[src/rtl/muxbus_port_pkg.sv]
package muxbus_port_pkg;
   typedef enum logic {
      DRV_OPEN_DRAIN = 1'b0,
      DRV_PUSH_PULL  = 1'b1
   } drv_mode_e;

   // Owner of a port's pins in a given cycle
   typedef enum logic [1:0] {
      OWN_SOFTWARE = 2'd0,
      OWN_BUS_SEND = 2'd1,
      OWN_BUS_RECV = 2'd2
   } pin_owner_e;

   function automatic pin_owner_e owner_of(input logic active, input logic strap,
                                           input logic drive);
      if (active && drive) return OWN_BUS_SEND;
      if (active || strap) return OWN_BUS_RECV;
      return OWN_SOFTWARE;
   endfunction
endpackage

[src/rtl/mbp_out_regs.sv]
module mbp_out_regs #(
   parameter int PORT_W    = 8,
   parameter int NUM_PORTS = 2,
   parameter int ADDR_W    = 16,
   parameter int OUT_BASE  = 'h1FFC,
   localparam int BUS_W    = PORT_W * NUM_PORTS
) (
   input  logic              clk,
   input  logic              rst_n,
   input  logic              wr_en,
   input  logic [ADDR_W-1:0] addr,
   input  logic [PORT_W-1:0] wdata,
   output logic [BUS_W-1:0]  data_q
);
   for (genvar p = 0; p < NUM_PORTS; p++) begin : g_port
      logic hit;
      assign hit = wr_en && (addr == ADDR_W'(OUT_BASE + p));
      always_ff @(posedge clk or negedge rst_n) begin
         if (!rst_n)   data_q[p*PORT_W +: PORT_W] <= '1;
         else if (hit) data_q[p*PORT_W +: PORT_W] <= wdata;
      end
   end
endmodule

[src/rtl/mbp_mode_regs.sv]
module mbp_mode_regs #(
   parameter int NUM_PORTS = 2
) (
   input  logic                 clk,
   input  logic                 rst_n,
   input  logic [NUM_PORTS-1:0] req,
   output logic [NUM_PORTS-1:0] pp_q
);
   import muxbus_port_pkg::*;
   for (genvar p = 0; p < NUM_PORTS; p++) begin : g_mode
      always_ff @(posedge clk or negedge rst_n) begin
         if (!rst_n) pp_q[p] <= DRV_OPEN_DRAIN;
         else        pp_q[p] <= req[p];
      end
   end
endmodule

[src/rtl/mbp_pad_mux.sv]
module mbp_pad_mux #(
   parameter int PORT_W         = 8,
   parameter bit HAS_OPEN_DRAIN = 1'b1
) (
   input  logic [PORT_W-1:0] sw_data,
   input  logic              pp_mode,
   input  logic              bus_active,
   input  logic              bus_drive,
   input  logic              strap,
   input  logic [PORT_W-1:0] bus_word,
   output logic [PORT_W-1:0] pad_out,
   output logic [PORT_W-1:0] pad_oe
);
   import muxbus_port_pkg::*;
   pin_owner_e owner;
   logic [PORT_W-1:0] sw_out, sw_oe;

   assign owner = owner_of(bus_active, strap, bus_drive);

   if (HAS_OPEN_DRAIN) begin : g_od
      always_comb begin
         if (pp_mode == DRV_PUSH_PULL) begin
            sw_out = sw_data;
            sw_oe  = '1;
         end else begin
            sw_out = '0;
            sw_oe  = ~sw_data;
         end
      end
   end else begin : g_pp
      logic unused_mode;
      assign unused_mode = pp_mode;
      assign sw_out = sw_data;
      assign sw_oe  = '1;
   end

   always_comb begin
      unique case (owner)
         OWN_BUS_SEND: begin pad_out = bus_word; pad_oe = '1;    end
         OWN_BUS_RECV: begin pad_out = '0;       pad_oe = '0;    end
         default:      begin pad_out = sw_out;   pad_oe = sw_oe; end
      endcase
   end
endmodule

[src/rtl/mbp_read_mux.sv]
module mbp_read_mux #(
   parameter int PORT_W    = 8,
   parameter int NUM_PORTS = 2,
   parameter int ADDR_W    = 16,
   parameter int OUT_BASE  = 'h1FFC,
   localparam int BUS_W    = PORT_W * NUM_PORTS,
   localparam int PIN_BASE = OUT_BASE + NUM_PORTS
) (
   input  logic              rd_en,
   input  logic [ADDR_W-1:0] addr,
   input  logic [BUS_W-1:0]  out_q,
   input  logic [BUS_W-1:0]  pins,
   output logic [PORT_W-1:0] rdata
);
   always_comb begin
      rdata = '0;
      if (rd_en) begin
         for (int p = 0; p < NUM_PORTS; p++) begin
            if (addr == ADDR_W'(OUT_BASE + p)) rdata = out_q[p*PORT_W +: PORT_W];
            if (addr == ADDR_W'(PIN_BASE + p)) rdata = pins[p*PORT_W +: PORT_W];
         end
      end
   end
endmodule

[src/rtl/muxbus_port_ctrl.sv]
module muxbus_port_ctrl #(
   parameter int PORT_W         = 8,
   parameter int NUM_PORTS      = 2,
   parameter int ADDR_W         = 16,
   parameter int OUT_BASE       = 'h1FFC,
   parameter bit HAS_OPEN_DRAIN = 1'b1,
   localparam int BUS_W         = PORT_W * NUM_PORTS
) (
   input  logic                 clk,
   input  logic                 rst_n,
   input  logic [ADDR_W-1:0]    reg_addr,
   input  logic                 reg_wr,
   input  logic                 reg_rd,
   input  logic [PORT_W-1:0]    reg_wdata,
   output logic [PORT_W-1:0]    reg_rdata,
   input  logic [NUM_PORTS-1:0] drv_pp_req,
   input  logic                 ext_strap,
   input  logic                 bus_active,
   input  logic                 bus_drive_en,
   input  logic [BUS_W-1:0]     bus_ad_out,
   output logic [BUS_W-1:0]     bus_rd_data,
   input  logic [BUS_W-1:0]     pad_in,
   output logic [BUS_W-1:0]     pad_out,
   output logic [BUS_W-1:0]     pad_oe
);
   if (PORT_W < 1 || NUM_PORTS < 1) begin : g_bad_size
      $error("muxbus_port_ctrl: PORT_W and NUM_PORTS must be positive");
   end
   if (OUT_BASE < 0 || OUT_BASE + 2 * NUM_PORTS > (1 << ADDR_W)) begin : g_bad_map
      $error("muxbus_port_ctrl: register map does not fit ADDR_W");
   end

   logic [BUS_W-1:0]     out_q;
   logic [NUM_PORTS-1:0] pp_q;

   mbp_out_regs #(
      .PORT_W(PORT_W), .NUM_PORTS(NUM_PORTS), .ADDR_W(ADDR_W), .OUT_BASE(OUT_BASE)
   ) i_out_regs (
      .clk(clk), .rst_n(rst_n), .wr_en(reg_wr), .addr(reg_addr),
      .wdata(reg_wdata), .data_q(out_q)
   );

   mbp_mode_regs #(.NUM_PORTS(NUM_PORTS)) i_mode_regs (
      .clk(clk), .rst_n(rst_n), .req(drv_pp_req), .pp_q(pp_q)
   );

   for (genvar p = 0; p < NUM_PORTS; p++) begin : g_pad
      mbp_pad_mux #(.PORT_W(PORT_W), .HAS_OPEN_DRAIN(HAS_OPEN_DRAIN)) i_mux (
         .sw_data   (out_q[p*PORT_W +: PORT_W]),
         .pp_mode   (pp_q[p]),
         .bus_active(bus_active),
         .bus_drive (bus_drive_en),
         .strap     (ext_strap),
         .bus_word  (bus_ad_out[p*PORT_W +: PORT_W]),
         .pad_out   (pad_out[p*PORT_W +: PORT_W]),
         .pad_oe    (pad_oe[p*PORT_W +: PORT_W])
      );
   end

   mbp_read_mux #(
      .PORT_W(PORT_W), .NUM_PORTS(NUM_PORTS), .ADDR_W(ADDR_W), .OUT_BASE(OUT_BASE)
   ) i_read_mux (
      .rd_en(reg_rd), .addr(reg_addr), .out_q(out_q), .pins(pad_in), .rdata(reg_rdata)
   );

   assign bus_rd_data = pad_in;
endmodule

[config.mk]
export PLATFORM = sky130hd
export DESIGN_NAME = muxbus_port_ctrl
export DESIGN_NICKNAME = d
export VERILOG_FILES = /design/src/rtl/muxbus_port_pkg.sv /design/src/rtl/mbp_out_regs.sv /design/src/rtl/mbp_mode_regs.sv /design/src/rtl/mbp_pad_mux.sv /design/src/rtl/mbp_read_mux.sv /design/src/rtl/muxbus_port_ctrl.sv
export SDC_FILE = /design/constraint.sdc
export NUM_CORES = 1
export LEC_CHECK = 0
export BUFFER_PORTS_ARGS = -buffer_cell sky130_fd_sc_hd__buf_2
export CORE_MARGIN = 2
export CORE_UTILIZATION = 40
export CTS_CLUSTER_DIAMETER = 200
export DETAILED_ROUTE_END_ITERATION = 16
export GPL_TIMING_DRIVEN = 0
export PLACE_DENSITY = 0.78
export SYNTH_ARGS = -nofsm -noshare
export SYNTH_HDL_FRONTEND = slang
export SYNTH_HIERARCHICAL = 1
export SYNTH_SLANG_ARGS = --single-unit
[constraint.sdc]
create_clock -name clk -period 2.7 [get_ports clk]
set_input_delay 0.27 -clock clk [delete_from_list [all_inputs] [get_ports clk]]
set_output_delay 0.27 -clock clk [all_outputs]
set_load 0.01 [all_outputs]
==> impl_metrics.ini, run 1 <==
[setup_path]
crit_arrival_ns = 1.63
cp-start-kind = input port
crit_required_ns = 2.43
r2r_cells = 1
end_kind = output pin
setup.worst_path.class = input port to output pin
worstPathMaxFanout = 10

[drt]
first_pass_iters = 4
detail_route.wl_per_cell_um = 13.8
via_count = 1707
drt-total-wl_mm = 4.66
drcViolationCount = 0
initialDrtViolationCount = 42
final_antenna_net_count = 0
via_per_inst = 5.05

[timing]
setup_viol = 0
rsz0062_at_grt = no
holdWs_ns = 0.109
fin_crit_sh_pct = 70.5
tightestPinTransition_ns = 0.628
finalHoldViolations = 0
setup_ws_ns = 0.796
finalSetupTns_ns = 0
clock_skew_ns = 0
finalCriticalPeriod_ns = 1.90
maxSlewViolCount = 0
relSlewSlack_pct = 57.8
max_freq_ghz = 0.525

[floorplan]
chipWidth_um = 69.8
initial_core_util_pct = 42.4
io_pins = 121
core_area_um2 = 4090
die_y_um = 69.8
die_area_um2 = 4870
rows = 23

[synth]
syn_nets = 228
synth_edf_count = 0
synthesis.instances = 163
yosys.area.top_type = dfstp_2
yosysUniqueCellTypes = 30
synth_flop_cell = dfstp_2
syn_area_per_cell_um2 = 10.6
yosys_warnings = 6
synthArstFlopShare_pct = 100
ys_ff_latch = 18
synth_top_cell_area_share_pct = 24.3
synth_area_leaders = dfstp_2, mux2_2, a32o_2
syn-cell-area_um2 = 1730
synth_seq_area_share_pct = 27.1

[flow_run]
maxCapViolCount = 0

[layout]
final_core_utilization_pct = 60.2
drive_above_1_share_pct = 81.9
regArea_um2 = 470
syn2layout_area_growth_pct = 42.0
antenna_cells = 0
multi_input_area_um2 = 1030
fin_nets = 354
n_fill_cell = 376

[hold_path]
min_path_type = input port to flop
min_path_cells = 1

[cts]
insertion_delay_ns = 0.26
cts_sinks = 18
clk_pin_slew_ns = 0.07
root_buffer = clkbuf_8
cts_buffer_depth = 2
cts_tree = yes
cts_setup_buffers = 0
numCtsBuffers = 3
htree_num_levels = 1

[power]
p_sw_mw = 0.199
seq_power_share_pct = 38.6
p_int_mw = 0.515
p_sw_share_pct = 27.9
comb_power_share_pct = 30.4
p_clk_share_pct = 31.1
peakVddDrop_mv = 0.245
p_leak_nw = 1.38
total_power_mw = 0.714
powerDensity_nw_per_um2 = 290

[grt]
antenna_found_initial = 0
grt_pass1_wl_mm = 7.71
grt_pass1_vias = 1682
grt_overflow = 0
grt_max_degree = 19
grt_usage_pct = 19.1

[place]
pre_cts_ws_ns = 0.779
place_hpwl_mm = 3.91
place.gp.congestion = 0.774
port_buffers = 120

[status]
status = finished, final reports clean
synth_stat cells (2+ instances only):
library cell  count
and2b_2          16
mux2_2           23
o22ai_1           7
dfrtp_1           2
buf_4            16
buf_6             4
nand4b_1          3
nand2_1           2
nor2b_4           2
dfstp_2          16
buf_2             4
nand4_1           3
clkbuf_2          2
inv_1             9
a211oi_2          7
a32o_2           16
and2_1            2
o21ai_1          16
or2_1             2
layout make-up:
type	count	area share (%)
buffer	26	7.93
clock buffer	4	2.24
inverter	9	1.37
multi-input combinational	110	42.0
sequential	18	19.1
tap	50	2.54
timing repair buffer	121	24.8
state kept, by name, summed over array words and instances (netlist names):
signal and cells:
i_mode_regs/pp_q 2, i_out_regs/data_q 16
cell families after synthesis:
family,count (synthesis),synth area share [%]
muxes,24,16.2
and+or+nand+nor,40,20.8
DFF,18,27.1
AOI/OAI and AO/OA,46,22.6
buffers and inverters,35,13.2
per-layer routing:
layer | global-route usage, % | part of all wire (%)
met5 | 0 | 0
met4 | 3.85 | 1.0
met3 | 3.92 | 5.9
met2 | 34.4 | 52
met1 | 23.5 | 41
per-stage QoR:
step	instance area (um2)	std cells
global placement	2400	333
global route	2460	338
finish	2460	338
detailed placement	2400	333
CTS	2460	338
floorplan	1730	163
power by group through the flow:
stage / sequential [mW] / combinational [mW] / clock [mW]
3_3_place_gp: 0.279 / 0.214 / 0
6_report: 0.276 / 0.217 / 0.222
5_1_grt: 0.276 / 0.238 / 0.242
3_5_place_dp: 0.280 / 0.216 / 0
2_1_floorplan: 0.279 / 0.109 / 0
4_1_cts: 0.276 / 0.219 / 0.227
path summary, 6_finish.rpt:
path                                                           to                         startpoint  slack [ns]
worst max-delay path                                 reg_rdata[7]                        reg_addr[0]        0.80
worst min-delay path                i_mode_regs/pp_q[0]$_DFF_PN0_                      drv_pp_req[0]        0.11
worst max register to register   i_out_regs/data_q[1]$_DFFE_PN1P_   i_out_regs/data_q[1]$_DFFE_PN1P_        1.92
worst min register to register  i_out_regs/data_q[15]$_DFFE_PN1P_  i_out_regs/data_q[15]$_DFFE_PN1P_        0.64
max in group asynchronous       i_out_regs/data_q[15]$_DFFE_PN1P_                              rst_n        1.92
min in group asynchronous           i_mode_regs/pp_q[0]$_DFF_PN0_                              rst_n        0.46
placed cells by master, fill, tap and decap left out:
cell,netlist,routed
a211oi_2,7,7
a32o_2,16,16
and2_1,2,2
and2b_1,1,1
and2b_2,16,16
buf_2,4,124
buf_4,16,16
buf_6,4,4
clkbuf_2,2,2
clkbuf_8,0,4
dfrtp_1,2,2
dfstp_2,16,16
dlygate4sd3_1,0,1
inv_1,9,9
mux2_2,23,23
mux4_2,1,1
nand2_1,2,2
nand2_2,1,1
nand2b_1,1,1
nand3_1,1,1
nand4_1,3,3
nand4b_1,3,3
nand4bb_1,1,1
nand4bb_4,1,1
nor2b_1,1,1
nor2b_4,2,2
nor4_2,1,1
nor4_4,1,1
o21ai_1,16,16
o22ai_1,7,7
or2_1,2,2
or4_4,1,1
worst max-delay path, cell delays in order:
cell and delay (ns):
buf_2 0.10, buf_2 0.24, nand4_1 0.19, nor4_4 0.50, a211oi_2 0.15, buf_2 0.17
timing repair:
item                                   CTS  global route
resized for setup                        0             0
hold buffers                             1             0
endpoints found under the hold margin    2             0
Note: power is estimated with default switching activity, not from simulation.
==> run 2, diff against run 1 <==
--- a/config.mk
+++ b/config.mk
@@ -5,13 +5,14 @@
 export SDC_FILE = /design/constraint.sdc
 export NUM_CORES = 1
 export LEC_CHECK = 0
+export ABC_AREA = 1
 export BUFFER_PORTS_ARGS = -buffer_cell sky130_fd_sc_hd__buf_2
 export CORE_MARGIN = 2
 export CORE_UTILIZATION = 40
 export CTS_CLUSTER_DIAMETER = 200
 export DETAILED_ROUTE_END_ITERATION = 16
 export GPL_TIMING_DRIVEN = 0
-export PLACE_DENSITY = 0.78
+export PLACE_DENSITY = 0.75
 export SYNTH_ARGS = -nofsm -noshare
 export SYNTH_HDL_FRONTEND = slang
 export SYNTH_HIERARCHICAL = 1
==> constraint.sdc (replaced) <==
create_clock -name clk -period 1.6 [get_ports clk]
set_input_delay 0.16 -clock clk [delete_from_list [all_inputs] [get_ports clk]]
set_output_delay 0.16 -clock clk [all_outputs]
set_load 0.01 [all_outputs]
==> run 2 against run 1 <==
Via count grew 61%. Critical path depth fell by 1. Non-clock buffer count up 10.
==> impl_metrics.ini, run 2 <==
[cts]
cts_sinks = 18
cts_buffer_depth = 2
clk_pin_slew_ns = 0.06
insertion_delay_ns = 0.26
numCtsBuffers = 3
cts_tree = yes
root_buffer = clkbuf_8
htree_num_levels = 1

[synth]
syn_area_per_cell_um2 = 6.03
yosys.area.top_type = nand2_1
syn_nets = 452
synth_top_cell_area_share_pct = 28.1
syn-cell-area_um2 = 2330
synth_top_family_by_area = simple AND/OR/NAND/NOR gates
synth_seq_area_share_pct = 20.2
synthArstFlopShare_pct = 100
yosys_warnings = 6
synth_fa_ha_area_share_pct = 0
muxShareOfSynthArea_pct = 0
synthesis.instances = 387
synth.top_cells.by_count = nand2_1, inv_1, nand3_1
yosysUniqueCellTypes = 22
synth_edf_count = 0
synth-xor-area-share_pct = 0
synth-compound-area-share_pct = 5.57
ys_ff_latch = 18
synthSimpleGateAreaFrac_pct = 55.0
synth_flop_cell = dfstp_2
synth.most_common_cell = nand2_1
synth_area_leaders = nand2_1, dfstp_2, nand3_1

[drt]
first_pass_iters = 4
via_count = 2753
drcViolationCount = 0
via_per_inst = 4.67
final_antenna_net_count = 0
initialDrtViolationCount = 96
drt-total-wl_mm = 6.58
detail_route.wl_per_cell_um = 11.2

[setup_path]
worstPathMaxFanout = 3
cp-start-kind = flop
r2r_slack_ns = 0.83
startpoint = i_out_regs/data_q[5]$_DFFE_PN1P_
r2r_cells = 2
cpMostUsedCell = nand2_1
cp_slowest_cell = dfstp_2
worstReg2RegStart = i_out_regs/data_q[14]$_DFFE_PN1P_
worst_r2r_endpoint = i_out_regs/data_q[14]$_DFFE_PN1P_
end_kind = output pin
cp_slowest_stage_delay_ns = 0.56
setup.worst_path.class = flop to output pin
crit_arrival_ns = 1.34
crit_chain = nand3_1 -> nand2_1 -> nand2_1 -> a21oi_2 -> buf_2
crit_required_ns = 1.44

[floorplan]
io_pins = 121
initial_core_util_pct = 41.9
chipWidth_um = 80.4
die_area_um2 = 6460
rows = 27
die_y_um = 80.4
core_area_um2 = 5570

[hold_path]
min_to = i_out_regs/data_q[4]$_DFFE_PN1P_
worstHoldStart = reg_wdata[4]
min_path_cells = 3
min_path_type = input port to flop

[timing]
rsz0062_at_grt = no
finalHoldViolations = 0
max_freq_ghz = 0.667
fin_crit_sh_pct = 93.7
setup_ws_ns = 0.100
setup_viol = 0
finalSetupTns_ns = 0
relSlewSlack_pct = 64.3
finalCriticalPeriod_ns = 1.50
tightestPinTransition_ns = 0.534
clock_skew_ns = 0
maxSlewViolCount = 0

[layout]
n_fill_cell = 572
final_core_utilization_pct = 56.8
fin_nets = 584
largest_reg_flops = 16
drive_above_1_share_pct = 40.3
top_regs = i_out_regs/data_q: 16 flops, i_mode_regs/pp_q: 2 flops
regArea_um2 = 470
syn2layout_area_growth_pct = 35.7
final_cell_mix = nand2_1, buf_2, inv_1
largest-register = i_out_regs/data_q
layout_commonest_cell = nand2_1
antenna_cells = 0
multi_input_area_um2 = 1420

[place]
port_buffers = 117
place_hpwl_mm = 5.35
pre_cts_ws_ns = 0.0643
place.gp.congestion = 0.853

[grt]
grt_max_degree = 19
grt_overflow = 0
grt_pass1_vias = 2382
grt_usage_pct = 20.0
grt_pass1_wl_mm = 10.4
antenna_found_initial = 0

[power]
peakVddDrop_mv = 0.453
p_leak_nw = 1.95
powerDensity_nw_per_um2 = 405
total_power_mw = 1.28

[flow_run]
maxCapViolCount = 0

[status]
status = finished, final reports clean
[run 2: where the power goes]
| part | total [mW] | internal (mW) | switching, mW |
|---|---|---|---|
| logic | 0.448 | 0.199 | 0.249 |
| registers | 0.461 | 0.460 | 0.000631 |
| clock network | 0.373 | 0.219 | 0.154 |
| total | 1.28 | 0.878 | 0.403 |
[run 2: layout make-up]
cell class                      instances  share of cell area, %
Multi-Input combinational cell        287                   44.9
Timing Repair Buffer                  127                   21.4
Sequential cell                        18                   14.8
Buffer                                 30                   8.02
Inverter                               52                   6.24
Tap cell                               72                   2.84
Clock buffer                            4                   1.74
[run 2: critical path: cells and delay by family (launching register included)]
kind | cells | cell delay [ns]
AOI/OAI and AO/OA | 1 | 0.15
and+or+nand+nor | 3 | 0.22
buffers and inverters | 1 | 0.15
DFF | 1 | 0.56
[run 2: metal layers]
| layer | vias up | GRT usage (%) | wire (um) |
|---|---|---|---|
| li1 | 1448 | - | - |
| met1 | 1221 | 26.1 | 2880 |
| met2 | 76 | 34.9 | 3260 |
| met3 | 8 | 2.47 | 355 |
| met4 | 0 | 4.92 | 86 |
| met5 | - | 0 | 0 |
[run 2: how the worst max path moves through the flow]
| stage | endpoint |
|---|---|
| after floorplan | reg_rdata[6] |
| after global placement | reg_rdata[7] |
| after detailed placement | reg_rdata[5] |
| after CTS | reg_rdata[5] |
| after global routing | pad_oe[4] |
| final | reg_rdata[5] |
[run 2: kinds of logic (layout without fill, tap and decap cells)]
group / Yosys count / in the layout
AND/OR/NAND/NOR: 271 / 271
AO/OA/AOI/OAI: 16 / 16
flip-flops: 18 / 18
buffers and inverters: 82 / 213
[run 2: timing repair]
item                                    in CTS  in global routing
endpoints found under the hold margin        4                  0
resized for setup                            0                  3
endpoints found under the setup margin       0                  8
buffers inserted                             0                  6
hold buffers                                 3                  0
[run 2: metrics by stage]
stage | instance area [um2] | hold slack, ns | std cells
after floorplan | 2330 | -0.136 | 387
after global placement | 3010 | 0.0953 | 576
after detailed placement | 3010 | 0.0984 | 576
after CTS | 3100 | 0.116 | 583
after global routing | 3170 | 0.136 | 590
final | 3170 | 0.123 | 590
==> run 3, diff against run 2 <==
--- a/config.mk
+++ b/config.mk
@@ -8,12 +8,11 @@
 export ABC_AREA = 1
 export BUFFER_PORTS_ARGS = -buffer_cell sky130_fd_sc_hd__buf_2
 export CORE_MARGIN = 2
-export CORE_UTILIZATION = 40
+export CORE_UTILIZATION = 37
 export CTS_CLUSTER_DIAMETER = 200
 export DETAILED_ROUTE_END_ITERATION = 16
 export GPL_TIMING_DRIVEN = 0
-export PLACE_DENSITY = 0.75
+export PLACE_DENSITY = 0.78
 export SYNTH_ARGS = -nofsm -noshare
 export SYNTH_HDL_FRONTEND = slang
-export SYNTH_HIERARCHICAL = 1
 export SYNTH_SLANG_ARGS = --single-unit
==> run 3 against run 2 <==
Critical path type is now input port to output pin. Critical path depth grew 5. Worst hold slack lost 0.12 ns. First-iteration DRC count shrank 13%. Synthesized area shrank 31%. Synthesized cell count shrank 40%. Combinational power shrank 18%. Sequential share of layout area grew 4.2 points. Non-clock buffer count shrank 3. Die area shrank 24%.
==> impl_metrics.ini, run 3 <==
[status]
status = finished, final reports clean

[synth]
synth_top_cell_area_share_pct = 25.9
synth_seq_area_share_pct = 29.0
synth.most_common_cell = o21ai_0
synth.top_cells.by_count = o21ai_0, nand2_1, inv_1
syn_area_per_cell_um2 = 6.99
synth_flop_cell = dfstp_2
synthesis.instances = 232
synth_area_leaders = dfstp_2, o21ai_0, nand2_1
synthArstFlopShare_pct = 100
ys_ff_latch = 18
yosys.area.top_type = dfstp_2
yosys_warnings = 0
yosysUniqueCellTypes = 26
syn-cell-area_um2 = 1620
synth_edf_count = 0
syn_nets = 297

[grt]
grt_overflow = 0
antenna_found_initial = 0
grt_pass1_vias = 1881
grt_max_degree = 19
grt_usage_pct = 21.5
grt_pass1_wl_mm = 8.50

[cts]
insertion_delay_ns = 0.25
htree_num_levels = 1
cts_buffer_depth = 2
root_buffer = clkbuf_8
cts_tree = yes
numCtsBuffers = 3
cts_sinks = 18
clk_pin_slew_ns = 0.07

[drt]
first_pass_iters = 4
via_per_inst = 5.05
via_count = 2096
detail_route.wl_per_cell_um = 13.2
initialDrtViolationCount = 84
drcViolationCount = 0
final_antenna_net_count = 0
drt-total-wl_mm = 5.46

[floorplan]
die_area_um2 = 4930
initial_core_util_pct = 37.8
rows = 24
die_y_um = 70.2
io_pins = 121
core_area_um2 = 4290
chipWidth_um = 70.2

[timing]
fin_crit_sh_pct = 96.2
finalCriticalPeriod_ns = 1.54
setup_viol = 0
relSlewSlack_pct = 71.6
maxSlewViolCount = 0
finalHoldViolations = 0
rsz0062_at_grt = yes
max_freq_ghz = 0.650
holdWs_ns = 0.00634
clock_skew_ns = 0
tightestPinTransition_ns = 0.425

[setup_path]
end_kind = output pin
crit_chain = buf_2 -> nor2_1 -> nand2_1 -> nor2_4 -> buf_4 -> nand4_1 -> buf_4 -> o21ai_0 -> a21oi_1 -> buf_2
cp_slowest_cell = nor2_4
cp_slowest_stage_delay_ns = 0.21
worstReg2RegStart = i_out_regs.data_q[7]$_DFFE_PN1P_
worstPathMaxFanout = 8
crit_arrival_ns = 1.38
path_buf_inv = 4
cp-start-kind = input port
crit_required_ns = 1.44
path_delay_family = buffers and inverters
setup.worst_path.class = input port to output pin
startpoint = reg_addr[13]

[flow_run]
maxCapViolCount = 0

[layout]
regArea_um2 = 470
stdcell_count = 415
syn2layout_area_growth_pct = 52.4
largest-register = i_out_regs.data_q
fin_nets = 429
drive_above_1_share_pct = 53.2
final_cell_mix = buf_2, nand2_1, o21ai_0
stdcell_area_um2 = 2470
multi_input_area_um2 = 888
top_regs = i_out_regs.data_q: 16 flops, i_mode_regs.pp_q: 2 flops
antenna_cells = 0
largest_reg_flops = 16
layout_commonest_cell = buf_2
n_fill_cell = 443
final_core_utilization_pct = 57.5

[power]
powerDensity_nw_per_um2 = 469
p_leak_nw = 1.33
peakVddDrop_mv = 0.449

[place]
place.gp.congestion = 0.860
port_buffers = 120
placedCellCount = 404
place_hpwl_mm = 4.37
dpl-instance-area_um2 = 2290

[hold_path]
worstHoldStart = drv_pp_req[1]
min_path_type = input port to flop
run 3: cell types whose count changed in the layout (fill, tap and decap cells not counted), moves of 4 or more:
| cell | change |
|---|---|
| o21ai_1 | +11 |
| nand2_1 | -133 |
| o21ai_2 | +5 |
| a21oi_1 | +5 |
| a21oi_2 | -4 |
| o211ai_1 | -8 |
| nor2_8 | -4 |
| inv_1 | -14 |
| nand3_1 | -38 |
| o21ai_0 | +37 |
| nand3b_1 | -8 |
| a32o_1 | +8 |
| o2111ai_1 | +8 |
| nor2_1 | -9 |
run 3: what timing repair did:
action,4_1_cts,5_1_grt
endpoints found under the setup margin,16,24
hold buffers,1,0
endpoints found under the hold margin,2,0
pin swaps,2,6
setup buffers,1,6
resized for setup,4,35
run 3: worst paths after layout:
kind,end,slack (ns),cells past startpoint
min reg2reg,i_out_regs.data_q[10]$_DFFE_PN1P_,0.51,2
min,i_mode_regs.pp_q[1]$_DFF_PN0_,0.006,1
min in group asynchronous,i_mode_regs.pp_q[0]$_DFF_PN0_,0.35,2
max in group asynchronous,i_out_regs.data_q[3]$_DFFE_PN1P_,0.93,2
max,reg_rdata[5],0.06,10
max reg2reg,i_out_regs.data_q[7]$_DFFE_PN1P_,0.74,2
run 3: logic make-up (layout without fill, tap and decap cells):
kind of cell / after synthesis / after routing / synth area share (%)
compound gates: 79 / 79 / 28.7
buf+inv: 63 / 194 / 19.8
flops: 18 / 18 / 29.0
simple gates: 72 / 72 / 22.5
run 3: area by class of cell:
class | count | share of cell area (%)
repair buffers | 128 | 27.0
plain buffers | 26 | 8.00
well taps | 52 | 2.63
inverters | 36 | 5.57
clock buffers | 4 | 1.82
flip-flops and latches | 18 | 19.0
multi-input cells | 151 | 35.9
run 3: metrics by stage:
| stage | setup WS (ns) | TNS, ns | power, mW |
|---|---|---|---|
| 2_1_floorplan | 0.248 | 0 | 0.634 |
| 3_3_place_gp | -0.0554 | -0.169 | 0.817 |
| 3_5_place_dp | -0.0427 | -0.205 | 0.821 |
| 4_1_cts | 0.00833 | 0 | 1.15 |
| 5_1_grt | -0.0681 | -0.268 | 1.23 |
| 6_report | 0.0615 | 0 | 1.16 |
run 3: where the power goes:
group	leakage [nW]	total (mW)	switching (mW)	internal, mW
Combinational	1.11	0.367	0.195	0.172
Clock	0.0228	0.326	0.149	0.177
Sequential	0.190	0.465	0.00513	0.460
Total	1.33	1.16	0.349	0.809
run 3: metal layers:
metal / vias to the layer above / global-route usage, % / part of all wire (%)
met4: 0 / 7.48 / 2.1
met5: - / 0 / 0
met1: 951 / 26.4 / 39
li1: 1044 / - / -
met2: 90 / 38.6 / 52
met3: 11 / 2.60 / 6.9
